===== config.mk =====
export PLATFORM = sky130hd
export DESIGN_NAME = rtc_prescaler
export DESIGN_NICKNAME = d
export VERILOG_FILES = /design/src/rtl/rtc_pre_pkg.sv /design/src/rtl/rtc_osc_fsm.sv /design/src/rtl/rtc_div_chain.sv /design/src/rtl/rtc_tap_sel.sv /design/src/rtl/rtc_prescaler.sv
export SDC_FILE = /design/constraint.sdc
export NUM_CORES = 1
export LEC_CHECK = 0
export ABC_AREA = 1
export BUFFER_PORTS_ARGS = -buffer_cell sky130_fd_sc_hd__clkbuf_2
export CAP_MARGIN = 20
export CELL_PAD_IN_SITES_DETAIL_PLACEMENT = 1
export CELL_PAD_IN_SITES_GLOBAL_PLACEMENT = 1
export CORE_ASPECT_RATIO = 1.5
export CORE_MARGIN = 3
export CORE_UTILIZATION = 39
export CTS_CLUSTER_DIAMETER = 120
export DETAILED_ROUTE_END_ITERATION = 8
export GPL_TIMING_DRIVEN = 0
export PLACE_DENSITY = 0.86
export SKIP_CTS_REPAIR_TIMING = 1
export SYNTH_ARGS = -nofsm -noshare
export SYNTH_HDL_FRONTEND = slang
export SYNTH_SLANG_ARGS = --single-unit

===== constraint.sdc =====
create_clock -name clk -period 2 [get_ports clk]
set_input_delay 0.2 -clock clk [delete_from_list [all_inputs] [get_ports clk]]
set_output_delay 0.2 -clock clk [all_outputs]
set_load 0.01 [all_outputs]

===== src/rtl/rtc_pre_pkg.sv =====
package rtc_pre_pkg;

    typedef enum logic [1:0] {
        OSC_STOP = 2'd0,
        OSC_IDLE = 2'd1,
        OSC_RUN  = 2'd2
    } osc_state_e;

    localparam int RATE_W = 4;
    localparam int NCODE  = 1 << RATE_W;

    // divider bit index driven out for a given rate code (code 0 unused)
    function automatic int tap_of(input int code);
        if (code == 0)
            return 0;
        else if (code < 3)
            return code + 5;
        else
            return code - 2;
    endfunction

endpackage


===== src/rtl/rtc_osc_fsm.sv =====
module rtc_osc_fsm
    import rtc_pre_pkg::*;
(
    input  logic       clk,
    input  logic       rst_n,
    input  logic [2:0] osc_ctl,
    output osc_state_e state_q,
    output logic       run,
    output logic       start
);

    osc_state_e state_d;

    // decode of the control word into the target state
    always_comb begin
        unique case (osc_ctl)
            3'b010:         state_d = OSC_RUN;
            3'b110, 3'b111: state_d = OSC_IDLE;
            default:        state_d = OSC_STOP;
        endcase
    end

    always_ff @(posedge clk) begin
        if (!rst_n)
            state_q <= OSC_STOP;
        else
            state_q <= state_d;
    end

    // launch = any non-run state heading into OSC_RUN
    always_comb begin
        run   = 1'b0;
        start = 1'b0;
        unique case (state_q)
            OSC_STOP: start = (state_d == OSC_RUN);
            OSC_IDLE: start = (state_d == OSC_RUN);
            OSC_RUN:  run   = 1'b1;
            default:  start = 1'b0;
        endcase
    end

    assert_launch_from_idle_R3: assert property (@(posedge clk) disable iff (!rst_n)
        start |=> (state_q == OSC_RUN));

endmodule


===== src/rtl/rtc_div_chain.sv =====
module rtc_div_chain #(
    parameter int DIV_W = 15
) (
    input  logic             clk,
    input  logic             rst_n,
    input  logic             run,
    input  logic             start,
    input  logic             tick_en,
    output logic [DIV_W-1:0] cnt,
    output logic             sec_tick
);

    localparam logic [DIV_W-1:0] HALF = {1'b1, {(DIV_W-1){1'b0}}};
    localparam logic [DIV_W-1:0] TOP  = {DIV_W{1'b1}};
    localparam logic [DIV_W-1:0] STEP = {{(DIV_W-1){1'b0}}, 1'b1};

    always_ff @(posedge clk) begin
        if (!rst_n)
            cnt <= '0;
        else if (start)
            cnt <= HALF;
        else if (!run)
            cnt <= '0;
        else if (tick_en)
            cnt <= cnt + STEP;
    end

    assign sec_tick = run && tick_en && (cnt == TOP);

    assert_preload_half_R3: assert property (@(posedge clk) disable iff (!rst_n)
        start |=> (cnt == HALF));

    assert_hold_without_enable_R5: assert property (@(posedge clk) disable iff (!rst_n)
        (run && !tick_en) |=> $stable(cnt));

    assert_tick_wraps_R4: assert property (@(posedge clk) disable iff (!rst_n)
        sec_tick |=> (cnt == '0));

endmodule


===== src/rtl/rtc_tap_sel.sv =====
module rtc_tap_sel
    import rtc_pre_pkg::*;
#(
    parameter int DIV_W = 15
) (
    input  logic              clk,
    input  logic              rst_n,
    input  logic [DIV_W-1:0]  cnt,
    input  logic              run,
    input  logic              tick_en,
    input  logic [RATE_W-1:0] rate_sel,
    input  logic              sqw_en,
    output logic              sqw_out,
    output logic              per_stb
);

    localparam logic [DIV_W-1:0] STEP = {{(DIV_W-1){1'b0}}, 1'b1};

    logic [DIV_W-1:0] cnt_nx;
    logic [NCODE-1:0] cur_vec;
    logic [NCODE-1:0] nxt_vec;
    logic             cur_tap;
    logic             nxt_tap;
    logic             code_on;

    assign cnt_nx = cnt + STEP;

    for (genvar c = 0; c < NCODE; c++) begin : g_tap
        if (c == 0) begin : g_none
            assign cur_vec[c] = 1'b0;
            assign nxt_vec[c] = 1'b0;
        end else begin : g_pick
            localparam int TI = tap_of(c);
            assign cur_vec[c] = cnt[TI];
            assign nxt_vec[c] = cnt_nx[TI];
        end
    end

    assign cur_tap = cur_vec[rate_sel];
    assign nxt_tap = nxt_vec[rate_sel];
    assign code_on = (rate_sel != '0);

    assign sqw_out = run && sqw_en && code_on && cur_tap;
    assign per_stb = run && code_on && tick_en && nxt_tap && !cur_tap;

    assert_strobe_marks_rise_R9: assert property (@(posedge clk) disable iff (!rst_n)
        per_stb |=> (!$stable(rate_sel) || cur_tap));

    assert_code_zero_silent_R7: assert property (@(posedge clk) disable iff (!rst_n)
        (rate_sel == '0) |-> (!per_stb && !sqw_out));

    assert_pin_gated_R8: assert property (@(posedge clk) disable iff (!rst_n)
        !sqw_en |-> !sqw_out);

endmodule


===== src/rtl/rtc_prescaler.sv =====
module rtc_prescaler
    import rtc_pre_pkg::*;
#(
    parameter int DIV_W = 15
) (
    input  logic       clk,
    input  logic       rst_n,
    input  logic       tick_en,
    input  logic [2:0] osc_ctl,
    input  logic [3:0] rate_sel,
    input  logic       sqw_en,
    output logic       sqw_out,
    output logic       per_stb,
    output logic       sec_tick
);

    osc_state_e       state_q;
    logic             run;
    logic             start;
    logic [DIV_W-1:0] cnt;

    rtc_osc_fsm u_fsm (
        .clk     (clk),
        .rst_n   (rst_n),
        .osc_ctl (osc_ctl),
        .state_q (state_q),
        .run     (run),
        .start   (start)
    );

    rtc_div_chain #(.DIV_W(DIV_W)) u_div (
        .clk      (clk),
        .rst_n    (rst_n),
        .run      (run),
        .start    (start),
        .tick_en  (tick_en),
        .cnt      (cnt),
        .sec_tick (sec_tick)
    );

    rtc_tap_sel #(.DIV_W(DIV_W)) u_tap (
        .clk      (clk),
        .rst_n    (rst_n),
        .cnt      (cnt),
        .run      (run),
        .tick_en  (tick_en),
        .rate_sel (rate_sel),
        .sqw_en   (sqw_en),
        .sqw_out  (sqw_out),
        .per_stb  (per_stb)
    );

    assert_quiet_unless_running_R2: assert property (@(posedge clk) disable iff (!rst_n)
        ($past(osc_ctl) != 3'b010) |-> (!sqw_out && !per_stb && !sec_tick));

endmodule


* After elaboration in Yosys (flattened, before gate mapping) *
Index checks and enable logic that the tools add are counted.

word-level totals
  register bits after elaboration = 17
  bits of input ports = 11
  output and inout bits = 3

cells by class
  $add $sub $neg = 1
  order comparisons = 1
  equality and inequality tests = 8
  multiplexer cells = 10
  bitwise logic cells = 2
  reduce and logical (&&, ||, !) cells = 15

operators by type and width
  cell                                                  count
  2-to-1 mux 15 bit                                     3
  adder 15 x 1 -> 15 bit (second input constant)        1
  equality test 15 bit (second input constant)          1
  logical AND 1 bit                                     9
  binary-select mux 1 bit (select 4 bit)                2
  equality test 3 bit (second input constant)           2
  < comparator 4 x 5 -> 1 bit (second input constant)   1
  equality test 2 bit (second input constant)           2
  2-to-1 mux 1 bit                                      4
  one-hot mux 2 bit (2 select lines)                    1
  nonzero test 4 bit                                    1
  OR reduction 2 bit                                    2
  equality test 3 x 2 -> 1 bit (second input constant)  1
  inequality test 3 bit (second input constant)         1
  OR reduction 3 bit                                    1
  equality test 2 x 1 -> 1 bit (second input constant)  1
  zero test 2 bit                                       1
  NOT 1 bit                                             2
  zero test 1 bit                                       1

* Longest topological paths before layout *
  depth after elaboration = 6
  mapped depth = 13

* Modules after synthesis *
Synthesis repeated with hierarchy kept, for this count alone.

second synthesis, totals
  cells, all modules = 279
  area total of the unflattened synthesis = 1,567.8 µm²

by module, submodules not included
  module         instances  cells each  area an instance (µm²)  sequential area each (µm²)
  rtc_div_chain  1          121         815.8                   300.3
  rtc_tap_sel    1          146         668.1                   0.0
  rtc_osc_fsm    1          12          83.8                    40.0

* Least setup slack after synthesis *
Ideal clock, no wire load.

  path type = reg2out
  from = register u_div.cnt[1]
  to = output per_stb
  data arrival time = 1.383 ns
  required time = 1.800 ns
  setup slack = 0.417 ns
  stages on the path, launching flop included = 12
  cells stage by stage = dfxtp_1 -> ha_1 -> nand2_1 -> nor2_4 -> nand4_1 -> nand3_1 -> nand2_1 -> nor2_1 -> nand2_1 -> inv_1 -> nor2_1 -> nor2_1

on the way
  word-level cells in the longest chain between the ends = 5

RTL lines
  element                                 line                 text
  from (decl)                             rtc_div_chain.sv:9   output logic [DIV_W-1:0] cnt,
  from (signal assigned)                  rtc_div_chain.sv:25  cnt <= cnt + STEP;
  adder 15 x 1 -> 15 bit                  n/a
  binary-select mux 1 bit (select 4 bit)  rtc_tap_sel.sv:40    assign nxt_tap = nxt_vec[rate_sel];
  2-to-1 mux 1 bit (implied by the code)  rtc_tap_sel.sv:40
  logical AND 1 bit                       rtc_tap_sel.sv:44    assign per_stb = run && code_on && tick_en && nxt_tap && !cur_tap;
  logical AND 1 bit *                     rtc_tap_sel.sv:44
  to (decl)                               rtc_prescaler.sv:13  output logic per_stb,

Every way passes the cells marked *; elsewhere a longest branch is shown, timed or not. The select of a mux whose other input is x is not followed.

* Worst setup path after layout *
  from = register u_div.cnt[0]
  to = output per_stb

on the way
  word-level cells in the longest chain between the ends = 5

RTL lines
  element                                 line
  adder 15 x 1 -> 15 bit                  n/a
  binary-select mux 1 bit (select 4 bit)  rtc_tap_sel.sv:40
  2-to-1 mux 1 bit (implied by the code)  rtc_tap_sel.sv:40
  logical AND 1 bit (2 in series)         rtc_tap_sel.sv:44

Every way passes these cells. The select of a mux whose other input is x is not followed.

==> run summary <==
Synth warn: 0
Number of global-route vias before repair: 1509
Total negative slack: -0.0516 ns
Antenna Nets Post-Route: 0
Worst Hold Class: input pin to flop
Core area: 3220 sq um
CTS Buf Count: 3
Synth Area per Inst: 5.74 sq um
H-tree depth: 1
Worst setup path end: per_stb
Sink Count: 17
Worst Slack Setup Final: -0.0516 ns
Worst-Margin Slew: 0.535 ns
Final period util: 1.03
Antenna Cells: 0
RePlAce Congestion: 0.852
Initial antenna violation count: 0
R2r endpoint: u_div.cnt[4]
Post-synthesis register bit count: 17
Startpoint types: flop
Skew final: 0.00462 ns
Cells after Synth: 233
CTS tree: yes
Most frequent cells in the layout: nand2_1, inv_1, nor2_1
First-pass GRT wire length: 7020 um
CP required: 1.80 ns
Final wirelength: 4460 um
Worst hold stages: 3
DP Area: 1440 sq um
Final Critical Period: 2.05 ns
DRC viols: 0
Outcome: finished with violations
DR vias: 1614
P per Cell Area: 454 nW/um^2
Max cap viols: 0
Die footprint: 4180 sq um
Finished Cell Area: 1570 sq um
Avg WL per Cell: 15.3 um
Largest net degree at the start of global routing: 11
Worst Path Arrival: 1.85 ns
Synth Cell Area: 1340 sq um
Final setup violation count: 1
Clk_lat worst skew: 0.26 ns
GR Util All Layers: 0.222
Setup CP Type: flop to primary output
Final nets: 265
Final Hold Fails: 0
Num rows: 25
CP startpoint: u_div.cnt[0]
Worst R2R Path Depth: 8
Ports: 14
Pins Over Slew Limit: 0
Max_slew headroom: 0.643
Starting Density: 0.415
FMAX: 0.487 GHz
Share of cells above drive strength 1: 0.163
HPWL Detailed: 3310 um
Post-synthesis sequential area ratio: 0.254
First-pass DRT Iterations: 4
Commonest non-fill, non-tap cell in the layout: nand2_1
RSZ-0062 raised after global routing: yes
Setup WS pre-CTS: 0.00528 ns
Die X: 53.8 um
Number of synthesized flops with an enable pin: 0
Port bufs: 11
R2R Setup Slk: 0.30 ns
Static Leak: 0.738 nW
Worst r2r src: u_fsm.state_q[1]
WHS: 0.165 ns
Via density: 5.53
Yosys cell types: 30
Async S/R FF share, synth: 0
Clock Pin Slew Worst Setup and Hold Paths: 0.07 ns
Total grt overflow: 0
Clk root buf: clkbuf_8
1st-iter DRT viols: 39
Clk buf depth: 2
Fin util: 0.489
Post-synthesis net count: 245
CP Capture Type: primary output
Failing checks: negative setup slack
Ys flop type: dfxtp_1
Die Y-Extent: 77.7 um
Area grow syn2layout: 17.7%
Peak supply drop: 0.290 mV
Crit path max fanout: 6
flip-flops by register name, indices dropped and copies added (netlist names):
| signal | count |
|---|---|
| u_div.cnt | 15 |
| u_fsm.state_q | 2 |
how the worst min path moves through the flow:
stage	startpoint	endpoint	slack (ns)
after global routing	rst_n	u_div.cnt[14]	0.18
after detailed placement	osc_ctl[1]	u_fsm.state_q[0]	0.44
after floorplan	osc_ctl[1]	u_fsm.state_q[0]	0.31
after global placement	osc_ctl[1]	u_fsm.state_q[0]	0.42
after CTS	osc_ctl[1]	u_fsm.state_q[0]	0.17
final	osc_ctl[1]	u_fsm.state_q[0]	0.17
Yosys cell counts (2+ instances only):
cell | instances | area (sq um)
o211ai_1 | 5 | 37.5
nor3_1 | 2 | 10.0
clkinv_1 | 2 | 7.51
nand2_1 | 61 | 229
xor2_1 | 3 | 26.3
clkbuf_1 | 2 | 7.51
nand4_1 | 5 | 31.3
nand2_2 | 2 | 12.5
inv_1 | 34 | 128
buf_2 | 2 | 10.0
nor2_2 | 2 | 12.5
a211oi_1 | 2 | 15.0
nor2_1 | 29 | 109
nor2_4 | 2 | 22.5
dfxtp_1 | 17 | 340
a21oi_1 | 18 | 90.1
o21ai_0 | 12 | 60.1
nand3_1 | 21 | 105
power breakdown:
| part | switching (mW) | internal [mW] |
|---|---|---|
| sequential | 0.00314 | 0.339 |
| clock | 0.131 | 0.142 |
| combinational | 0.0673 | 0.0327 |
| total | 0.201 | 0.514 |
stage by stage:
step | power (mW) | instances
floorplan | 0.416 | 233
global placement | 0.449 | 284
detailed placement | 0.451 | 284
CTS | 0.709 | 288
global route | 0.743 | 292
finish | 0.715 | 292
worst max-delay path, cell delays in order, from the launching register on:
cell and delay (ns):
dfxtp_4 0.37, ha_4 0.16, nand2_4 0.06, nor2_4 0.21, nand4_1 0.18, nand3_1 0.11
nand2_1 0.05, nor2_1 0.08, nand2_1 0.06, inv_1 0.06, nor2_1 0.03, nor2_1 0.08
buf_2 0.13
kinds of logic after synthesis:
family	Yosys count	synth area share
AO/OA/AOI/OAI	41	0.172
XOR/XNOR	3	0.0196
adder cells (fa/ha/maj)	1	0.00935
buffers and inverters	43	0.125
flip-flops	17	0.254
AND/OR/NAND/NOR	128	0.419
layout make-up:
| class | count | area (sq um) |
|---|---|---|
| inverters | 37 | 139 |
| flip-flops and latches | 17 | 349 |
| repair buffers | 15 | 85.1 |
| plain buffers | 6 | 28.8 |
| multi-input cells | 173 | 877 |
| well taps | 40 | 50.0 |
| clock buffers | 4 | 45.0 |
| fillers | 468 | 1650 |
layer usage:
layer / vias up / track usage / routed length, um
met5: - / 0 / 0
met4: 0 / 0.0588 / 54
met3: 8 / 0.0173 / 116
met2: 31 / 0.394 / 2410
met1: 792 / 0.274 / 1880
li1: 783 / - / -
No activity file was read; power rests on OpenSTA's default activity.
